[src/rtl/kbd_scan_pkg.sv]
package kbd_scan_pkg;

  localparam int unsigned KS_COLS   = 16;
  localparam int unsigned KS_ROWS   = 8;
  localparam int unsigned KS_QDEPTH = 16;
  localparam int unsigned KS_NIB    = 4;
  localparam int unsigned KS_CODE_W = 2 * KS_NIB;

  typedef enum logic [2:0] {
    ST_IDLE,
    ST_PARK,
    ST_LIFT,
    ST_SETTLE,
    ST_SAMPLE,
    ST_EMIT
  } ks_state_e;

  // Row index in the upper nibble, column index in the lower nibble.
  function automatic logic [KS_CODE_W-1:0] pack_code(input logic [KS_NIB-1:0] row_idx,
                                                     input logic [KS_NIB-1:0] col_idx);
    return {row_idx, col_idx};
  endfunction

endpackage

[src/rtl/kbd_col_sequencer.sv]
module kbd_col_sequencer
  import kbd_scan_pkg::*;
#(
  parameter int unsigned COLS = KS_COLS
) (
  input  logic                     clk,
  input  logic                     rst_n,
  input  logic                     load,
  input  logic                     advance,
  output logic [COLS-1:0]          pattern,
  output logic [$clog2(COLS)-1:0]  col_idx,
  output logic                     last
);

  localparam int unsigned IDX_W = $clog2(COLS);

  // Move the low bit up one column, refilling column 0 with an inactive 1.
  function automatic logic [COLS-1:0] walk_zero(input logic [COLS-1:0] p);
    return {p[COLS-2:0], 1'b1};
  endfunction

  function automatic logic [COLS-1:0] first_pattern();
    return {{(COLS-1){1'b1}}, 1'b0};
  endfunction

  always_ff @(posedge clk or negedge rst_n) begin
    if (!rst_n) begin
      pattern <= '1;
      col_idx <= '0;
    end else if (load) begin
      pattern <= first_pattern();
      col_idx <= '0;
    end else if (advance) begin
      pattern <= walk_zero(pattern);
      col_idx <= col_idx + IDX_W'(1);
    end
  end

  assign last = (walk_zero(pattern) == '1);

endmodule

[src/rtl/kbd_row_picker.sv]
module kbd_row_picker
  import kbd_scan_pkg::*;
#(
  parameter int unsigned ROWS = KS_ROWS
) (
  input  logic                     clk,
  input  logic                     rst_n,
  input  logic                     capture,
  input  logic [ROWS-1:0]          row_n,
  input  logic                     take,
  output logic                     any,
  output logic [$clog2(ROWS)-1:0]  row_idx
);

  localparam int unsigned IDX_W = $clog2(ROWS);

  logic [ROWS-1:0] pressed;

  // Lowest pressed row wins, giving ascending row order.
  function automatic logic [IDX_W-1:0] lowest_set(input logic [ROWS-1:0] m);
    logic [IDX_W-1:0] idx;
    idx = '0;
    for (int i = ROWS - 1; i >= 0; i--) begin
      if (m[i]) idx = IDX_W'(i);
    end
    return idx;
  endfunction

  function automatic logic [ROWS-1:0] drop_row(input logic [ROWS-1:0] m,
                                               input logic [IDX_W-1:0] idx);
    logic [ROWS-1:0] r;
    r = m;
    r[idx] = 1'b0;
    return r;
  endfunction

  always_ff @(posedge clk or negedge rst_n) begin
    if (!rst_n) begin
      pressed <= '0;
    end else if (capture) begin
      pressed <= ~row_n;
    end else if (take) begin
      pressed <= drop_row(pressed, row_idx);
    end
  end

  assign any     = |pressed;
  assign row_idx = lowest_set(pressed);

endmodule

[src/rtl/kbd_code_fifo.sv]
module kbd_code_fifo
  import kbd_scan_pkg::*;
#(
  parameter int unsigned DEPTH = KS_QDEPTH,
  parameter int unsigned W     = KS_CODE_W
) (
  input  logic         clk,
  input  logic         rst_n,
  input  logic         push,
  input  logic [W-1:0] push_data,
  input  logic         pop,
  output logic [W-1:0] head,
  output logic         valid,
  output logic         full
);

  localparam int unsigned AW = (DEPTH > 1) ? $clog2(DEPTH) : 1;
  localparam int unsigned CW = $clog2(DEPTH + 1);

  logic [W-1:0]  mem [DEPTH];
  logic [AW-1:0] wr_ptr;
  logic [AW-1:0] rd_ptr;
  logic [CW-1:0] count;
  logic          do_push;
  logic          do_pop;

  function automatic logic [AW-1:0] bump(input logic [AW-1:0] p);
    return (p == AW'(DEPTH - 1)) ? '0 : p + AW'(1);
  endfunction

  assign full    = (count == CW'(DEPTH));
  assign valid   = (count != '0);
  assign do_push = push && !full;
  assign do_pop  = pop && valid;
  assign head    = mem[rd_ptr];

  always_ff @(posedge clk) begin
    if (do_push) mem[wr_ptr] <= push_data;
  end

  always_ff @(posedge clk or negedge rst_n) begin
    if (!rst_n) begin
      wr_ptr <= '0;
      rd_ptr <= '0;
      count  <= '0;
    end else begin
      if (do_push) wr_ptr <= bump(wr_ptr);
      if (do_pop)  rd_ptr <= bump(rd_ptr);
      case ({do_push, do_pop})
        2'b10:   count <= count + CW'(1);
        2'b01:   count <= count - CW'(1);
        default: count <= count;
      endcase
    end
  end

endmodule

[src/rtl/kbd_matrix_scanner.sv]
module kbd_matrix_scanner
  import kbd_scan_pkg::*;
#(
  parameter int unsigned COLS     = KS_COLS,
  parameter int unsigned ROWS     = KS_ROWS,
  parameter int unsigned QDEPTH   = KS_QDEPTH,
  parameter int unsigned SETTLE_W = 8
) (
  input  logic                 clk,
  input  logic                 rst_n,
  input  logic                 scan_start,
  input  logic                 park_req,
  input  logic [SETTLE_W-1:0]  settle_len,
  output logic [COLS-1:0]      col_n,
  input  logic [ROWS-1:0]      row_n,
  output logic                 wake,
  output logic                 busy,
  output logic [KS_CODE_W-1:0] code_out,
  output logic                 code_valid,
  input  logic                 code_pop,
  output logic                 overflow
);

  localparam int unsigned CIDX_W = $clog2(COLS);
  localparam int unsigned RIDX_W = $clog2(ROWS);

  ks_state_e             state;
  logic [SETTLE_W-1:0]   settle_cnt;
  logic [COLS-1:0]       pattern;
  logic [CIDX_W-1:0]     col_idx;
  logic                  col_last;
  logic                  row_any;
  logic [RIDX_W-1:0]     row_idx;
  logic                  q_full;

  // Named internal events, also observed by the checker.
  logic                  seq_load;
  logic                  seq_advance;
  logic                  row_capture;
  logic                  push_fire;
  logic                  drop_fire;
  logic                  settle_done;
  logic [KS_CODE_W-1:0]  new_code;

  assign seq_load    = (state == ST_LIFT);
  assign settle_done = (state == ST_SETTLE) && (settle_cnt == settle_len);
  assign row_capture = (state == ST_SAMPLE);
  assign push_fire   = (state == ST_EMIT) && row_any;
  assign seq_advance = (state == ST_EMIT) && !row_any && !col_last;
  assign drop_fire   = push_fire && q_full;
  assign new_code    = pack_code(KS_NIB'(row_idx), KS_NIB'(col_idx));

  always_ff @(posedge clk or negedge rst_n) begin
    if (!rst_n) begin
      state      <= ST_IDLE;
      settle_cnt <= '0;
    end else begin
      unique case (state)
        ST_IDLE: begin
          if (scan_start)    state <= ST_LIFT;
          else if (park_req) state <= ST_PARK;
        end
        ST_PARK: begin
          if (scan_start) state <= ST_LIFT;
        end
        ST_LIFT: begin
          settle_cnt <= '0;
          state      <= ST_SETTLE;
        end
        ST_SETTLE: begin
          if (settle_done) state <= ST_SAMPLE;
          else             settle_cnt <= settle_cnt + SETTLE_W'(1);
        end
        ST_SAMPLE: state <= ST_EMIT;
        ST_EMIT: begin
          if (!row_any) begin
            settle_cnt <= '0;
            state      <= col_last ? ST_IDLE : ST_SETTLE;
          end
        end
        default: state <= ST_IDLE;
      endcase
    end
  end

  always_ff @(posedge clk or negedge rst_n) begin
    if (!rst_n)         overflow <= 1'b0;
    else if (drop_fire) overflow <= 1'b1;
  end

  always_comb begin
    unique case (state)
      ST_PARK:                       col_n = '0;
      ST_SETTLE, ST_SAMPLE, ST_EMIT: col_n = pattern;
      default:                       col_n = '1;
    endcase
  end

  assign busy = (state == ST_LIFT) || (state == ST_SETTLE) ||
                (state == ST_SAMPLE) || (state == ST_EMIT);
  assign wake = (state == ST_PARK) && !(&row_n);

  kbd_col_sequencer #(.COLS(COLS)) u_cols (
    .clk     (clk),
    .rst_n   (rst_n),
    .load    (seq_load),
    .advance (seq_advance),
    .pattern (pattern),
    .col_idx (col_idx),
    .last    (col_last)
  );

  kbd_row_picker #(.ROWS(ROWS)) u_rows (
    .clk     (clk),
    .rst_n   (rst_n),
    .capture (row_capture),
    .row_n   (row_n),
    .take    (push_fire),
    .any     (row_any),
    .row_idx (row_idx)
  );

  kbd_code_fifo #(.DEPTH(QDEPTH), .W(KS_CODE_W)) u_queue (
    .clk       (clk),
    .rst_n     (rst_n),
    .push      (push_fire),
    .push_data (new_code),
    .pop       (code_pop),
    .head      (code_out),
    .valid     (code_valid),
    .full      (q_full)
  );

endmodule

[config.mk]
export PLATFORM = sky130hd
export DESIGN_NAME = kbd_matrix_scanner
export DESIGN_NICKNAME = d
export VERILOG_FILES = /design/src/rtl/kbd_scan_pkg.sv /design/src/rtl/kbd_col_sequencer.sv /design/src/rtl/kbd_row_picker.sv /design/src/rtl/kbd_code_fifo.sv /design/src/rtl/kbd_matrix_scanner.sv
export SDC_FILE = /design/constraint.sdc
export NUM_CORES = 1
export LEC_CHECK = 0
export ABC_CLOCK_PERIOD_IN_PS = 3150
export BUFFER_PORTS_ARGS = -buffer_cell sky130_fd_sc_hd__buf_2
export CORE_MARGIN = 5
export CORE_UTILIZATION = 30
export DETAILED_ROUTE_END_ITERATION = 8
export PLACE_DENSITY = 0.48
export SLEW_MARGIN = 30
export SYNTH_ARGS = -nofsm -noshare
export SYNTH_HDL_FRONTEND = slang
export SYNTH_SLANG_ARGS = --single-unit
[constraint.sdc]
create_clock -name clk -period 3.15 [get_ports clk]
set_input_delay 0.1575 -clock clk [delete_from_list [all_inputs] [get_ports clk]]
set_output_delay 0.1575 -clock clk [all_outputs]
set_load 0.01 [all_outputs]
* Word level (Yosys, flattened, before mapping)
Memories as Yosys holds them, arrays and structs flattened.
Index checks and enable logic that the tools add are counted.
** Cells by class
- Add/subtract/negate cells :: 6
- Magnitude comparators :: 2
- Equal/unequal tests :: 17
- Muxes and demuxes :: 32
- Bitwise logic cells :: 3
- Reduce and logical (&&, ||, !) cells :: 27
** Operators with widths (count)
- $mux W3 :: 13
- $mux W16 :: 2
- $mux W8 :: 4
- $pmux W16 S2 :: 1
- $pmux W8 S3 :: 1
- $pmux W3 S6 :: 1
- $mux W4 :: 4
- $not A8 Y8 :: 2
- $eq A15 B15 Y1 const B :: 1
- $add A4 B1 Y4 const B :: 3
- $pmux W5 S2 :: 1
- $logic_and A1 B1 Y1 :: 9
- $add A8 B1 Y8 const B :: 1
- $and A8 B8 Y8 :: 1
- $eq A4 B4 Y1 const B :: 2
- $eq A8 B8 Y1 :: 1
- $ne A2 B2 Y1 const B :: 4
- $reduce_and A8 Y1 :: 1
- $reduce_or A8 Y1 :: 1
- $eq A3 B2 Y1 const B :: 2
- $eq A3 B3 Y1 const B :: 2
- $reduce_bool A2 Y1 :: 3
- $add A5 B1 Y5 const B :: 1
- $eq A5 B5 Y1 const B :: 1
- other kinds (18) :: 25
** Storage, ports and cells
- Register bits :: 53
- RAM bits :: 112
- Input port bits :: 21
- Output and inout bits :: 28
- Word-level logic and storage cells :: 97
- Memories :: 1
** Memory list
- u_queue.mem :: words 16, width 7, rd ports 1, clocked after memory_dff 0, write ports 1, RTL line kbd_code_fifo.sv:20 : logic [W-1:0] mem [DEPTH];

* Depth between registers and ports, before layout
Gate-level depths: netlist of run 1.
- Word-level depth :: 16
- Gate-level depth with buffers :: 12
- Gate-level depth less buffers :: 11

* By module
Synthesis of run 1 repeated with hierarchy kept, for this count alone.
** Second synthesis, totals
- Cell total of the unflattened synthesis :: 601
- Area total of the unflattened synthesis :: 8420.6 µm²
** Modules (own cells, without submodules)
- kbd_code_fifo :: instances 1, cells each 324, area an instance 5915.7 µm², seq. area each 4169.0 µm²
- kbd_matrix_scanner :: instances 1, cells each 157, area an instance 1104.8 µm², seq. area each 300.3 µm²
- kbd_col_sequencer :: instances 1, cells each 74, area an instance 909.6 µm², seq. area each 520.5 µm²
- kbd_row_picker :: instances 1, cells each 46, area an instance 490.5 µm², seq. area each 200.2 µm²

* Worst setup path after synthesis of run 1
OpenSTA, ideal clock, no wires.
- Path kind :: reg2reg
- Start :: register state[1]
- End :: register u_queue.count[4]
- Setup time :: 0.125 ns
- Data arrival time :: 2.569 ns
- Data required time :: 3.025 ns
- Slack :: 0.456 ns
- Stages on the path, launching flop included :: 13
- Buffers on the path :: 2
- Period minus slack after synthesis :: 2.694 ns
- Cell sequence :: dfrtp_1 > clkbuf_1 > nand3b_4 > a21o_1 > nand2b_4 > buf_2 > ha_1 > fa_1 > a21o_1 > a21oi_1 > xor2_1 > nor2_1 > xor2_1
** Between the ends
- Longest elaborated chain between the ends :: 5
- Elaborated cells between the ends (all ways) :: 7
- Those cells by class :: eq/ne: 3; mux: 1; reduce/logical: 3
** RTL lines
- from (decl) :: RTL line kbd_matrix_scanner.sv:27 : ks_state_e state;
- from (signal assigned) :: RTL line kbd_matrix_scanner.sv:78 : state <= col_last ? ST_IDLE : ST_SETTLE;
- $eq A3 B3 Y1 * :: RTL line kbd_matrix_scanner.sv:48 : assign push_fire = (state == ST_EMIT) && row_any;
- $logic_and A1 B1 Y1 * :: RTL line kbd_matrix_scanner.sv:48
- $logic_and A1 B1 Y1 * :: RTL line kbd_code_fifo.sv:33 : assign do_push = push && !full;
- $eq A2 B1 Y1 / $eq A2 B2 Y1 (equally long branches) :: RTL line kbd_code_fifo.sv:49 : case ({do_push, do_pop})
- $pmux W5 S2 / $reduce_bool A2 Y1 (equally long branches)
- to (signal assigned) :: RTL line kbd_code_fifo.sv:50 : 2'b10: count <= count + CW'(1);
- to (signal assigned) :: RTL line kbd_code_fifo.sv:51 : 2'b01: count <= count - CW'(1);
- to (signal assigned) :: RTL line kbd_code_fifo.sv:52 : default: count <= count;
- to (decl) :: RTL line kbd_code_fifo.sv:23 : logic [CW-1:0] count;
Every way passes the cells marked *; elsewhere a longest branch is shown, timed or not.
A chain may end at the register's enable or synchronous reset.

* Final worst setup path of run 1
- Start :: register u_rows.pressed[0]
- End :: register u_queue.count[4]
** Between the ends
- Longest elaborated chain between the ends :: 5
- Elaborated cells between the ends (all ways) :: 7
- Those cells by class :: eq/ne: 2; mux: 1; reduce/logical: 4
** RTL lines
- from (decl) :: RTL line kbd_row_picker.sv:17 : logic [ROWS-1:0] pressed;
- from (signal assigned) :: RTL line kbd_row_picker.sv:41 : pressed <= ~row_n;
- from (signal assigned) :: RTL line kbd_row_picker.sv:43 : pressed <= drop_row(pressed, row_idx);
- $reduce_or A8 Y1 * :: RTL line kbd_row_picker.sv:47 : assign any = |pressed;
- $logic_and A1 B1 Y1 * :: RTL line kbd_matrix_scanner.sv:48
- $logic_and A1 B1 Y1 * :: RTL line kbd_code_fifo.sv:33
- $eq A2 B1 Y1 / $eq A2 B2 Y1 (equally long branches) :: RTL line kbd_code_fifo.sv:49
- $pmux W5 S2 / $reduce_bool A2 Y1 (equally long branches)
Marked as above.

==> results.md, run 1 <==
- Seq cells post-synth: between 150 and 200
- Final Hold Vio Count: 0
- Multiplexer area fraction after synthesis: 0.0813
- Site row count: 58
- Final Wtd Congestion: 0.790
- Antenna viol nets, final: 0
- Chip width: 170 um
- Worst vdd ir: 375 uV
- Postcts setup bufs: 0
- Seq/Total Area, Yosys: 0.611
- Core Region: 0.0253 sq mm
- Worst-Margin Slew: slightly above 0.8 ns
- Synth Net Count: 626
- CP max FO: 14
- Storage element area: 0.00471 sq mm
- Post-Route Setup TNS: 0 ns
- Number of global-route vias before repair: 5184
- # diodes: 0
- Drt via density: ~5
- WP buf/inv: 0
- CTS Sinks: ~170
- Root Buffer: clkbuf_16
- Met2 GRT Util: 0.210
- Tcrit/Tclk final: 0.900
- Final Core Density: 0.354
- Worst setup margin: 0.315 ns
- H-Tree Level Count: 4
- EDFF count, synth: 112
- Via Count: roughly 4.9k
- Crit path DAT: roughly 3.1 ns
- Syn Std Cell Area: 0.00771 sq mm
- Asr flop ratio synth: 0.321
- Synth Area in Compound Gates: 0.134
- Top cells by area, synth: edfxtp_1 (44%), dfrtp_1 (12%), dfstp_2 (5.5%), mux4_2 (4.1%), a21oi_1 (2.9%)
- Critical-path top delay cell: dfrtp_1
- Max clock buf depth: 2
- Hold WC Path Type: in2reg
- Fill count: 2440
- Crit path depth: 10
- Post-DP HPWL: 11.9 mm
- P&R area growth vs syn: 15.9%
- Post-layout min period: 2.84 ns
- Die height: 170 um
- Layout cell share with drive strength beyond 1: 0.240
- Initial antenna violation count: 0
- MaxCap Viol Count: 0
- Leakage power: 0.00318 uW
- Hold Slack: 0.0721 ns
- GRT Total Usage: 0.129
- DRT iter0 DRCs: 294
- Synth Warn #: 0
- Finish-stage setup viols: 0
- First-pass GRT wire length: between 20 and 30 mm
- Crit-path max cell delay: around 0.46 ns
- Met3 GRT Util: 0.0281
- Area of the multi-input gates: 0.00273 sq mm
- Critical path's top delay family: simple AND/OR/NAND/NOR gates
- CTS tree: yes
- Fmax: approximately 0.35 GHz
- Placed cells: between 900 and 1k
- Largest family of logic cells by synthesized area: compound AO/OA/AOI/OAI gates
- Xor/xnor share of the synthesized area: 0.0193
- Post-Synth Simple-Gate Area: 0.0944
- Unique cell type count in the Yosys netlist: 58
- Post-Synth Adder-Cell Area: 0.0237
- Hold Path Stages: 3
- GR Overflow Total: 0
- Drt drc: 0
- Clock Latency Late Sink: 0.43 ns
- Area share of the largest cell type after synthesis: 0.436
- Post-route clock skew: around 0.012 ns
- RSZ-0062 raised after global routing: false
- Post-synth top flop: edfxtp_1
- Syn Inst Count: ~590
- Outcome: finished, final reports clean
- Met1 usage: 0.170
- Routed WL: 18.0 mm
- Initial core utilization: 0.305
- Inserted Clock Buffers: 17
- Pin count of the biggest net entering global routing: 43
- Full die area: 0.0290 sq mm
- Synth area leader: edfxtp_1
- Ports: roughly 50
- Startpoint Class: register
- WP data required: ~3.5 ns
- Dpl ws: ~0.34 ns
- Crit Path Class: reg2reg
- Reg clk slew, reported paths: 0.07 ns
- Critical-path cell list: nor4_4 -> a21o_1 -> nand2b_4 -> ha_1 -> ha_1 -> a21o_1 -> a21oi_1 -> xor2_1 -> nor2_1 -> xor2_1
- Busiest grt layer: met2
- Routed WL per cell: 18.2 um
- Power Density: 726 mW/mm^2
- CP endpoint kind: register
- Final std cells w/o fill: 988
- Slew margin rel.: 0.460
- Reg2reg path depth: 10
- Port buffer count: 47
- # nets final: 680
- Pre-Repair DR Iteration Count: 5
- Pins over their slew limit: 0
- Syn Area/Cell: 13.1 sq um
==> flip-flops by register name (all words and copies together), names as in the netlist, 3 cells and up <==
register	flops
u_queue.mem	112
u_cols.pattern	16
settle_cnt	8
u_rows.pressed	8
u_queue.count	5
u_cols.col_idx	4
u_queue.rd_ptr	4
u_queue.wr_ptr	4
state	3
==> placed cells by master, fill, tap and decap left out, types with 5 or more instances in the layout <==
cell and instances:
edfxtp_1 112, dlygate4sd3_1 7, a2bb2oi_1 16, dfstp_2 16, inv_6 5, nand3_1 8
mux2_2 9, nand4_1 8, xnor2_1 13, mux4_2 14, a21oi_2 12, buf_2 47
nand2_1 31, dfrtp_1 36, a22oi_1 8, clkbuf_16 17, mux2i_1 21, a21o_1 10
a31oi_1 8, nor2_1 18, o22ai_1 5, inv_1 29, nand2b_1 5, ha_1 13
nor3_1 20, nor4_1 5, o21ai_0 32, a21oi_1 45, and2_1 12, a221oi_1 7
buf_4 15
==> worst reg2reg max path, cell delays in order, from the launching register on <==
cell	delay, ns
dfrtp_1	0.46
nor4_4	0.39
a21o_1	0.22
nand2b_4	0.24
ha_1	0.32
ha_1	0.32
a21o_1	0.20
a21oi_1	0.18
xor2_1	0.16
nor2_1	0.06
xor2_1	0.15
==> what timing repair did <==
| action | CTS | global route |
|---|---|---|
| endpoints found under the setup margin | 0 | 0 |
| endpoints found under the hold margin | 24 | 0 |
| hold buffers | 7 | 0 |
| gates resized for setup | 0 | 0 |
==> path summary, 6_finish.rpt <==
path,startpoint,endpoint,slack (ns)
max reg2reg,u_rows.pressed[0],u_queue.count[4],0.31
min in group asynchronous,rst_n,u_cols.col_idx[2],0.36
min,row_n[6],u_rows.pressed[6],0.07
min reg2reg,u_queue.count[4],u_queue.count[4],0.49
max in group asynchronous,rst_n,u_rows.pressed[3],2.03
max,u_rows.pressed[0],u_queue.count[4],0.31
==> synth_stat cells, types with 3 or more instances <==
library cell	number
ha_1	13
nor4_1	5
dfstp_2	16
a21oi_2	12
nor2_1	18
o21ai_0	32
a31oi_1	8
a21oi_1	45
clkbuf_1	16
a21boi_0	3
nor4b_1	3
o22ai_1	5
nor3_1	21
a221oi_1	7
mux2i_1	21
a22oi_1	8
nand4_1	8
xnor2_1	13
buf_4	3
nand2_1	31
nand2b_1	5
xor2_1	4
edfxtp_1	112
nand3_1	8
mux2_2	9
mux4_2	14
inv_1	29
and2_1	12
buf_2	13
a21o_1	10
dfrtp_1	37
a2bb2oi_1	16
==> layout make-up <==
class,count,area share
Inverter,29,0.0122
Multi-Input combinational cell,362,0.305
Timing Repair Buffer,70,0.0490
Tap cell,330,0.0462
Sequential cell,165,0.527
Clock buffer,18,0.0480
Clock inverter,14,0.0127
==> metrics by stage <==
stage | cell area [sq um] | power [uW]
floorplan | 7710 | 4010
CTS | 8940 | 6580
detailed placement | 8320 | 4620
finish | 8940 | 6490
global route | 8940 | 6880
global placement | 8320 | 4580
==> logic make-up (layout without fill, tap and decap cells) <==
family,after synthesis,after routing
adder cells (fa/ha/maj),14,14
AO/OA/AOI/OAI,158,158
AND/OR/NAND/NOR,128,128
flip-flops,165,165
other,1,1
buffers and inverters,64,131
multiplexers,44,44
XOR/XNOR,17,17
==> report_power, final <==
group	switching [uW]	leakage (uW)	total [uW]	internal (uW)
Combinational	1120	0.00147	1940	828
Sequential	190	0.00145	2610	2420
Clock	913	0.000256	1940	1030
==> metal layers <==
metal  up-vias  part of all wire
met5         -                 0
met4         0             0.017
met3        19             0.032
met2        94              0.48
met1      2467              0.47
li1       2339                 -
No activity file was read; power rests on OpenSTA's default activity.
==> run 2: changes to the inputs <==
--- a/config.mk
+++ b/config.mk
@@ -10,6 +10,7 @@
 export CORE_MARGIN = 5
 export CORE_UTILIZATION = 30
 export DETAILED_ROUTE_END_ITERATION = 8
+export GPL_TIMING_DRIVEN = 0
 export PLACE_DENSITY = 0.48
 export SLEW_MARGIN = 30
 export SYNTH_ARGS = -nofsm -noshare
==> run 2 against run 1 <==
Compared with the run above: final cell count increased by 2.2%; clock power rose by 6%; sequential share of layout area down 0.90 points; sequential power down 2%; worst setup slack worse by 0.018 ns; worst hold slack worse by 0.012 ns; critical endpoint unchanged.
==> results.md, run 2 (synthesized netlist as in run 1, its figures left out) <==
- Outcome: finished, final reports clean (unchanged)
- Postcts setup bufs: 0 (unchanged)
- CTS Sinks: 165 (unchanged)
- Pins over their slew limit: 0 (unchanged)
- WP data required: 3.46 ns (was 3.45 ns)
- RSZ-0062 raised after global routing: false (unchanged)
- CP endpoint kind: register (unchanged)
- Hold WC Path Type: in2reg (unchanged)
- MaxCap Viol Count: 0 (unchanged)
- Startpoint Class: register (unchanged)
- Routed WL: 17.9 mm (was 18.0 mm)
- DRT iter0 DRCs: 258 (was 294)
- P&R area growth vs syn: 17.9% (was 15.9%)
- Post-DP HPWL: 12.5 mm (was 11.9 mm)
- Critical-path cell list: nor4_1 -> nand2b_1 -> nand2_1 -> inv_1 -> ha_2 -> fa_1 -> a21o_1 -> a21oi_1 -> xor2_1 -> nor2_1 -> xor2_1 (was nor4_4 -> a21o_1 -> nand2b_4 -> ha_1 -> ha_1 -> a21o_1 -> a21oi_1 -> xor2_1 -> nor2_1 -> xor2_1)
- First-pass GRT wire length: 28.7 mm (about the same)
- Power Density: 727 mW/mm^2 (was 726 mW/mm^2)
- Initial core utilization: 0.305 (unchanged)
- Finish-stage setup viols: 0 (unchanged)
- CP most frequent cell: xor2_1
- Drt drc: 0 (unchanged)
- Chip width: 170 um (unchanged)
- Core Region: 0.0253 sq mm (unchanged)
- Drt via density: 4.99 (was 4.98)
- Ports: 49 (unchanged)
- Fill count: 2489 (was 2440)
- Routed WL per cell: 17.7 um (was 18.2 um)
- M1 WL: 8.37 mm (was 8.42 mm)
- Fmax: 0.350 GHz (was 0.353 GHz)
- Reg clk slew, reported paths: 0.07 ns (about the same)
- Dpl ws: 0.0726 ns (was 0.344 ns)
- CP max FO: 5 (was 14)
- Root Buffer: clkbuf_16 (unchanged)
- Crit-path max cell delay: 0.43 ns (was 0.46 ns)
- Worst vdd ir: 345 uV (was 375 uV)
- Tcrit/Tclk final: 0.906 (was 0.900)
- Reg2reg path depth: 11 (was 10)
- Initial antenna violation count: 0 (unchanged)
- Crit Path Class: reg2reg (unchanged)
- Met3 Wirelength: 646 um (was 574 um)
- Pin count of the biggest net entering global routing: 54 (was 43)
- Slew margin rel.: 0.433 (was 0.460)
- Final Hold Vio Count: 0 (unchanged)
- # diodes: 0 (unchanged)
- Post-layout min period: 2.85 ns (was 2.84 ns)
- Final std cells w/o fill: 1010 (was 988)
- Largest register by flop count: u_queue.mem (unchanged)
- Top sig layer: met4 (unchanged)
- Worst-Margin Slew: 0.842 ns (was 0.811 ns)
- Max reg flops: 112 (unchanged)
- Post-route clock skew: 0.0130 ns (was 0.0122 ns)
- Largest regs: u_queue.mem: 112 flops, u_cols.pattern: 16 flops (unchanged)
- Layout cell share with drive strength beyond 1: 0.253 (was 0.240)
- Inserted Clock Buffers: 17 (unchanged)
- GR Overflow Total: 0 (unchanged)
- H-Tree Level Count: 4 (unchanged)
- Number of global-route vias before repair: 5294 (was 5184)
- Clock Latency Late Sink: 0.43 ns (about the same)
- Via Count: 5041 (was 4919)
- DP Area: 0.00843 sq mm (was 0.00832 sq mm)
- Pre-Repair DR Iteration Count: 4 (was 5)
- Post-Route Setup TNS: 0 ns (unchanged)
- Commonest non-fill, non-tap cell in the layout: edfxtp_1 (unchanged)
- Routed wl met2: 8.72 mm (was 8.69 mm)
- Crit path DAT: 3.16 ns (was 3.14 ns)
- Worst setup margin: 0.297 ns (was 0.315 ns)
- Design area: 0.00909 sq mm (was 0.00894 sq mm)
- Hold Path Stages: 3 (unchanged)
- Leakage power: 0.00325 uW (was 0.00318 uW)
- Port buffer count: 47 (unchanged)
- Die height: 170 um (unchanged)
- Hold Slack: 0.0599 ns (was 0.0721 ns)
- # nets final: 702 (was 680)
- Site row count: 58 (unchanged)
- Antenna viol nets, final: 0 (unchanged)
- CTS tree: yes (unchanged)
- Placed cells: 973 (was 949)
- Max clock buf depth: 2 (unchanged)
- Final Wtd Congestion: 0.836 (was 0.790)
- Full die area: 0.0290 sq mm (unchanged)
- Critical-path top delay cell: dfrtp_1 (unchanged)
- Most frequent cells in the layout: edfxtp_1 (112), buf_2 (62), a21oi_1 (44) (was edfxtp_1 (112), buf_2 (47), a21oi_1 (45))
- GRT Total Usage: 0.128 (was 0.129)
[run 2: changes by cell type in the layout (fill, tap and decap cells not counted), sizes merged]
cell	previous run	this run
clkbuf	18	32
buf	63	70
clkinv	3	7
clkinvlp	4	0
inv	36	37
[run 2: final timing paths]
check	start	to	slack, ns
setup / recovery	u_queue.count[1]	u_queue.count[4]	0.30
hold / removal	row_n[6]	u_rows.pressed[6]	0.06
setup reg to reg	u_queue.count[1]	u_queue.count[4]	0.30
hold reg to reg	overflow	overflow	0.48
max in group asynchronous	rst_n	u_queue.wr_ptr[3]	2.36
min in group asynchronous	rst_n	state[2]	0.33
[run 2: stage by stage]
stage | utilization | total power, uW
finish | 0.360 | 6610
global route | 0.360 | 7010
CTS | 0.360 | 6700
detailed placement | 0.334 | 4620
global placement | 0.331 | 4570
floorplan | - | 4010
[run 2: area by class of cell]
class	instances	area, sq um	area share
Inverter	29	109	0.0120
Timing Repair Buffer	59	339	0.0373
Clock buffer	17	425	0.0468
Tap cell	330	413	0.0454
Buffer	33	165	0.0182
Sequential cell	165	4710	0.518
Clock inverter	15	170	0.0187
Multi-Input combinational cell	362	2760	0.304
[run 2: what timing repair did]
item / in CTS / in global routing
hold endpoints to repair: 43 / 0
endpoints found under the setup margin: 0 / 1
resized for setup: 0 / 1
hold buffers: 7 / 0
[run 2: critical path: cells and delay by family (launching register included)]
family,cells,cell delay [ns]
AND/OR/NAND/NOR,4,0.79
adder cells (fa/ha/maj),2,0.69
flip-flops,1,0.43
AO/OA/AOI/OAI,2,0.35
XOR/XNOR,2,0.31
buffers and inverters,1,0.16
[run 2: power by group]
group          internal [uW]  switching, uW
combinational            845           1160
sequential              2410            134
clock                   1070            981
total                   4330           2280
[run 2: metal layers]
layer	track usage	up-vias
li1	-	2389
met1	0.171	2535
met2	0.211	105
met3	0.0307	12
met4	0.0333	0
met5	0	-
==> run 3: changes to the inputs <==
==> constraint.sdc (replaced) <==
create_clock -name clk -period 3.15 [get_ports clk]
set_input_delay 0 -clock clk [delete_from_list [all_inputs] [get_ports clk]]
set_output_delay 0 -clock clk [all_outputs]
set_load 0.01 [all_outputs]
==> run 3 against run 2 <==
Compared with the run above: count of clock-buffer cells in the layout unchanged; critical path depth unchanged; register-to-register slack about the same; die area unchanged; flip-flop and latch count unchanged; via count up 0.20%; maximum frequency up 0.19%; power up 0.13%; sequential share of layout area down 0.23 points; largest cell class unchanged.
==> results.md, run 3 (synthesized netlist as in run 1, its figures left out) <==
- Outcome: finished, final reports clean (unchanged)
- Slew margin rel.: 0.433 (about the same)
- H-Tree Level Count: 4 (unchanged)
- Crit Path Class: reg2reg (unchanged)
- Inserted Clock Buffers: 17 (unchanged)
- # nets final: 706 (was 702)
- P&R area growth vs syn: 18.4% (was 17.9%)
- Drt via density: 4.98 (was 4.99)
- Crit path DAT: 3.16 ns (about the same)
- Drt drc: 0 (unchanged)
- Hold WC Path Type: in2reg (unchanged)
- Leakage power: 0.00327 uW (was 0.00325 uW)
- Reg clk slew, reported paths: 0.07 ns (about the same)
- Final Hold Vio Count: 0 (unchanged)
- Finish-stage setup viols: 0 (unchanged)
- Port buffer count: 47 (unchanged)
- Worst vdd ir: 345 uV (about the same)
- CTS Sinks: 165 (unchanged)
- Fill count: 2483 (was 2489)
- Startpoint Class: register (unchanged)
- Ports: 49 (unchanged)
- Initial core utilization: 0.305 (unchanged)
- Number of global-route vias before repair: 5306 (was 5294)
- Hold Slack: 0.0356 ns (was 0.0599 ns)
- Storage element area: 0.00471 sq mm (unchanged)
- Pins over their slew limit: 0 (unchanged)
- # diodes: 0 (unchanged)
- Commonest non-fill, non-tap cell in the layout: edfxtp_1 (unchanged)
- Full die area: 0.0290 sq mm (unchanged)
- Post-route clock skew: 0.0126 ns (was 0.0130 ns)
- RSZ-0062 raised after global routing: false (unchanged)
- Design area: 0.00914 sq mm (was 0.00909 sq mm)
- Core Region: 0.0253 sq mm (unchanged)
- Pin count of the biggest net entering global routing: 54 (unchanged)
- CP endpoint kind: register (unchanged)
- WP data required: 3.46 ns (about the same)
- CP max FO: 5 (unchanged)
- Power Density: 724 mW/mm^2 (was 727 mW/mm^2)
- DRT iter0 DRCs: 276 (was 258)
- MaxCap Viol Count: 0 (unchanged)
- Largest register by flop count: u_queue.mem (unchanged)
- Worst-Margin Slew: 0.842 ns (about the same)
- Via Count: 5051 (was 5041)
- Final std cells w/o fill: 1014 (was 1010)
- Post-DP HPWL: 12.5 mm (unchanged)
- Routed WL: 17.9 mm (about the same)
- Final Wtd Congestion: 0.836 (unchanged)
- Pre-Repair DR Iteration Count: 4 (unchanged)
- Site row count: 58 (unchanged)
- GRT Total Usage: 0.128 (about the same)
- Placed cells: 973 (unchanged)
- Max clock buf depth: 2 (unchanged)
- Routed WL per cell: 17.7 um (about the same)
- Max reg flops: 112 (unchanged)
- CTS tree: yes (unchanged)
- Post-layout min period: 2.85 ns (about the same)
- Area of the multi-input gates: 0.00276 sq mm (unchanged)
- Antenna viol nets, final: 0 (unchanged)
- Clock Latency Late Sink: 0.43 ns (about the same)
- DP Area: 0.00843 sq mm (unchanged)
- GR Overflow Total: 0 (unchanged)
- First-pass GRT wire length: 28.7 mm (about the same)
- Die height: 170 um (unchanged)
- Root Buffer: clkbuf_16 (unchanged)
- Layout cell share with drive strength beyond 1: 0.251 (was 0.253)
- Fmax: 0.351 GHz (was 0.350 GHz)
- Tcrit/Tclk final: 0.904 (was 0.906)
- Largest regs: u_queue.mem: 112 flops, u_cols.pattern: 16 flops (unchanged)
- Initial antenna violation count: 0 (unchanged)
- Postcts setup bufs: 0 (unchanged)
- Chip width: 170 um (unchanged)
- Most frequent cells in the layout: edfxtp_1 (112), buf_2 (62), a21oi_1 (44) (unchanged)
run 3: changes by cell type in the layout (fill, tap and decap cells not counted):
cell           before  now
dlygate4sd3_1       7   11
run 3: final timing paths:
check / startpoint / end / slack, ns / cells past startpoint
min in group asynchronous: rst_n / state[2] / 0.18 / 2
setup reg to reg: u_queue.count[1] / u_queue.count[4] / 0.30 / 11
max in group asynchronous: rst_n / u_queue.wr_ptr[3] / 2.51 / 2
hold / removal: scan_start / state[1] / 0.04 / 5
hold reg to reg: overflow / overflow / 0.48 / 1
setup / recovery: u_queue.count[1] / u_queue.count[4] / 0.30 / 11
run 3: through the flow:
stage                util  total power [uW]  setup slack (ns)  TNS [ns]
floorplan               -              4010             0.456         0
global placement    0.331              4570            -0.211     -4.55
detailed placement  0.334              4620            0.0726         0
CTS                 0.362              6710            0.0651         0
global route        0.362              7010            0.0908         0
finish              0.362              6620             0.302         0
run 3: cell type report:
| type | count | share of cell area |
|---|---|---|
| clock inverter | 15 | 0.0186 |
| inverter | 29 | 0.0119 |
| timing repair buffer | 63 | 0.0415 |
| clock buffer | 17 | 0.0466 |
| sequential | 165 | 0.516 |
| tap | 330 | 0.0452 |
| multi-input combinational | 362 | 0.303 |
| buffer | 33 | 0.0181 |
run 3: worst max-delay path: stages, from the launching register on:
cell and delay, ns:
dfrtp_1 0.43, nor4_1 0.39, nand2b_1 0.13, nand2_1 0.21, inv_1 0.15, ha_2 0.26
fa_1 0.43, a21o_1 0.18, a21oi_1 0.17, xor2_1 0.16, nor2_1 0.06, xor2_1 0.15
run 3: what timing repair did:
action,in CTS,in global routing
setup endpoints to repair,0,1
hold endpoints to repair,47,0
resized for setup,0,1
hold buffers,11,0
run 3: routing by layer:
| metal | vias to the layer above | routed length, um | share of wire | GRT usage |
|---|---|---|---|---|
| met5 | - | 0 | 0 | 0 |
| met4 | 0 | 189 | 0.011 | 0.0333 |
| met3 | 13 | 635 | 0.035 | 0.0307 |
| met2 | 99 | 8670 | 0.48 | 0.211 |
| met1 | 2542 | 8440 | 0.47 | 0.171 |
| li1 | 2397 | - | - | - |
run 3: power by group:
part	internal (uW)	switching (uW)
clock	1070	984
sequential	2410	134
combinational	848	1170
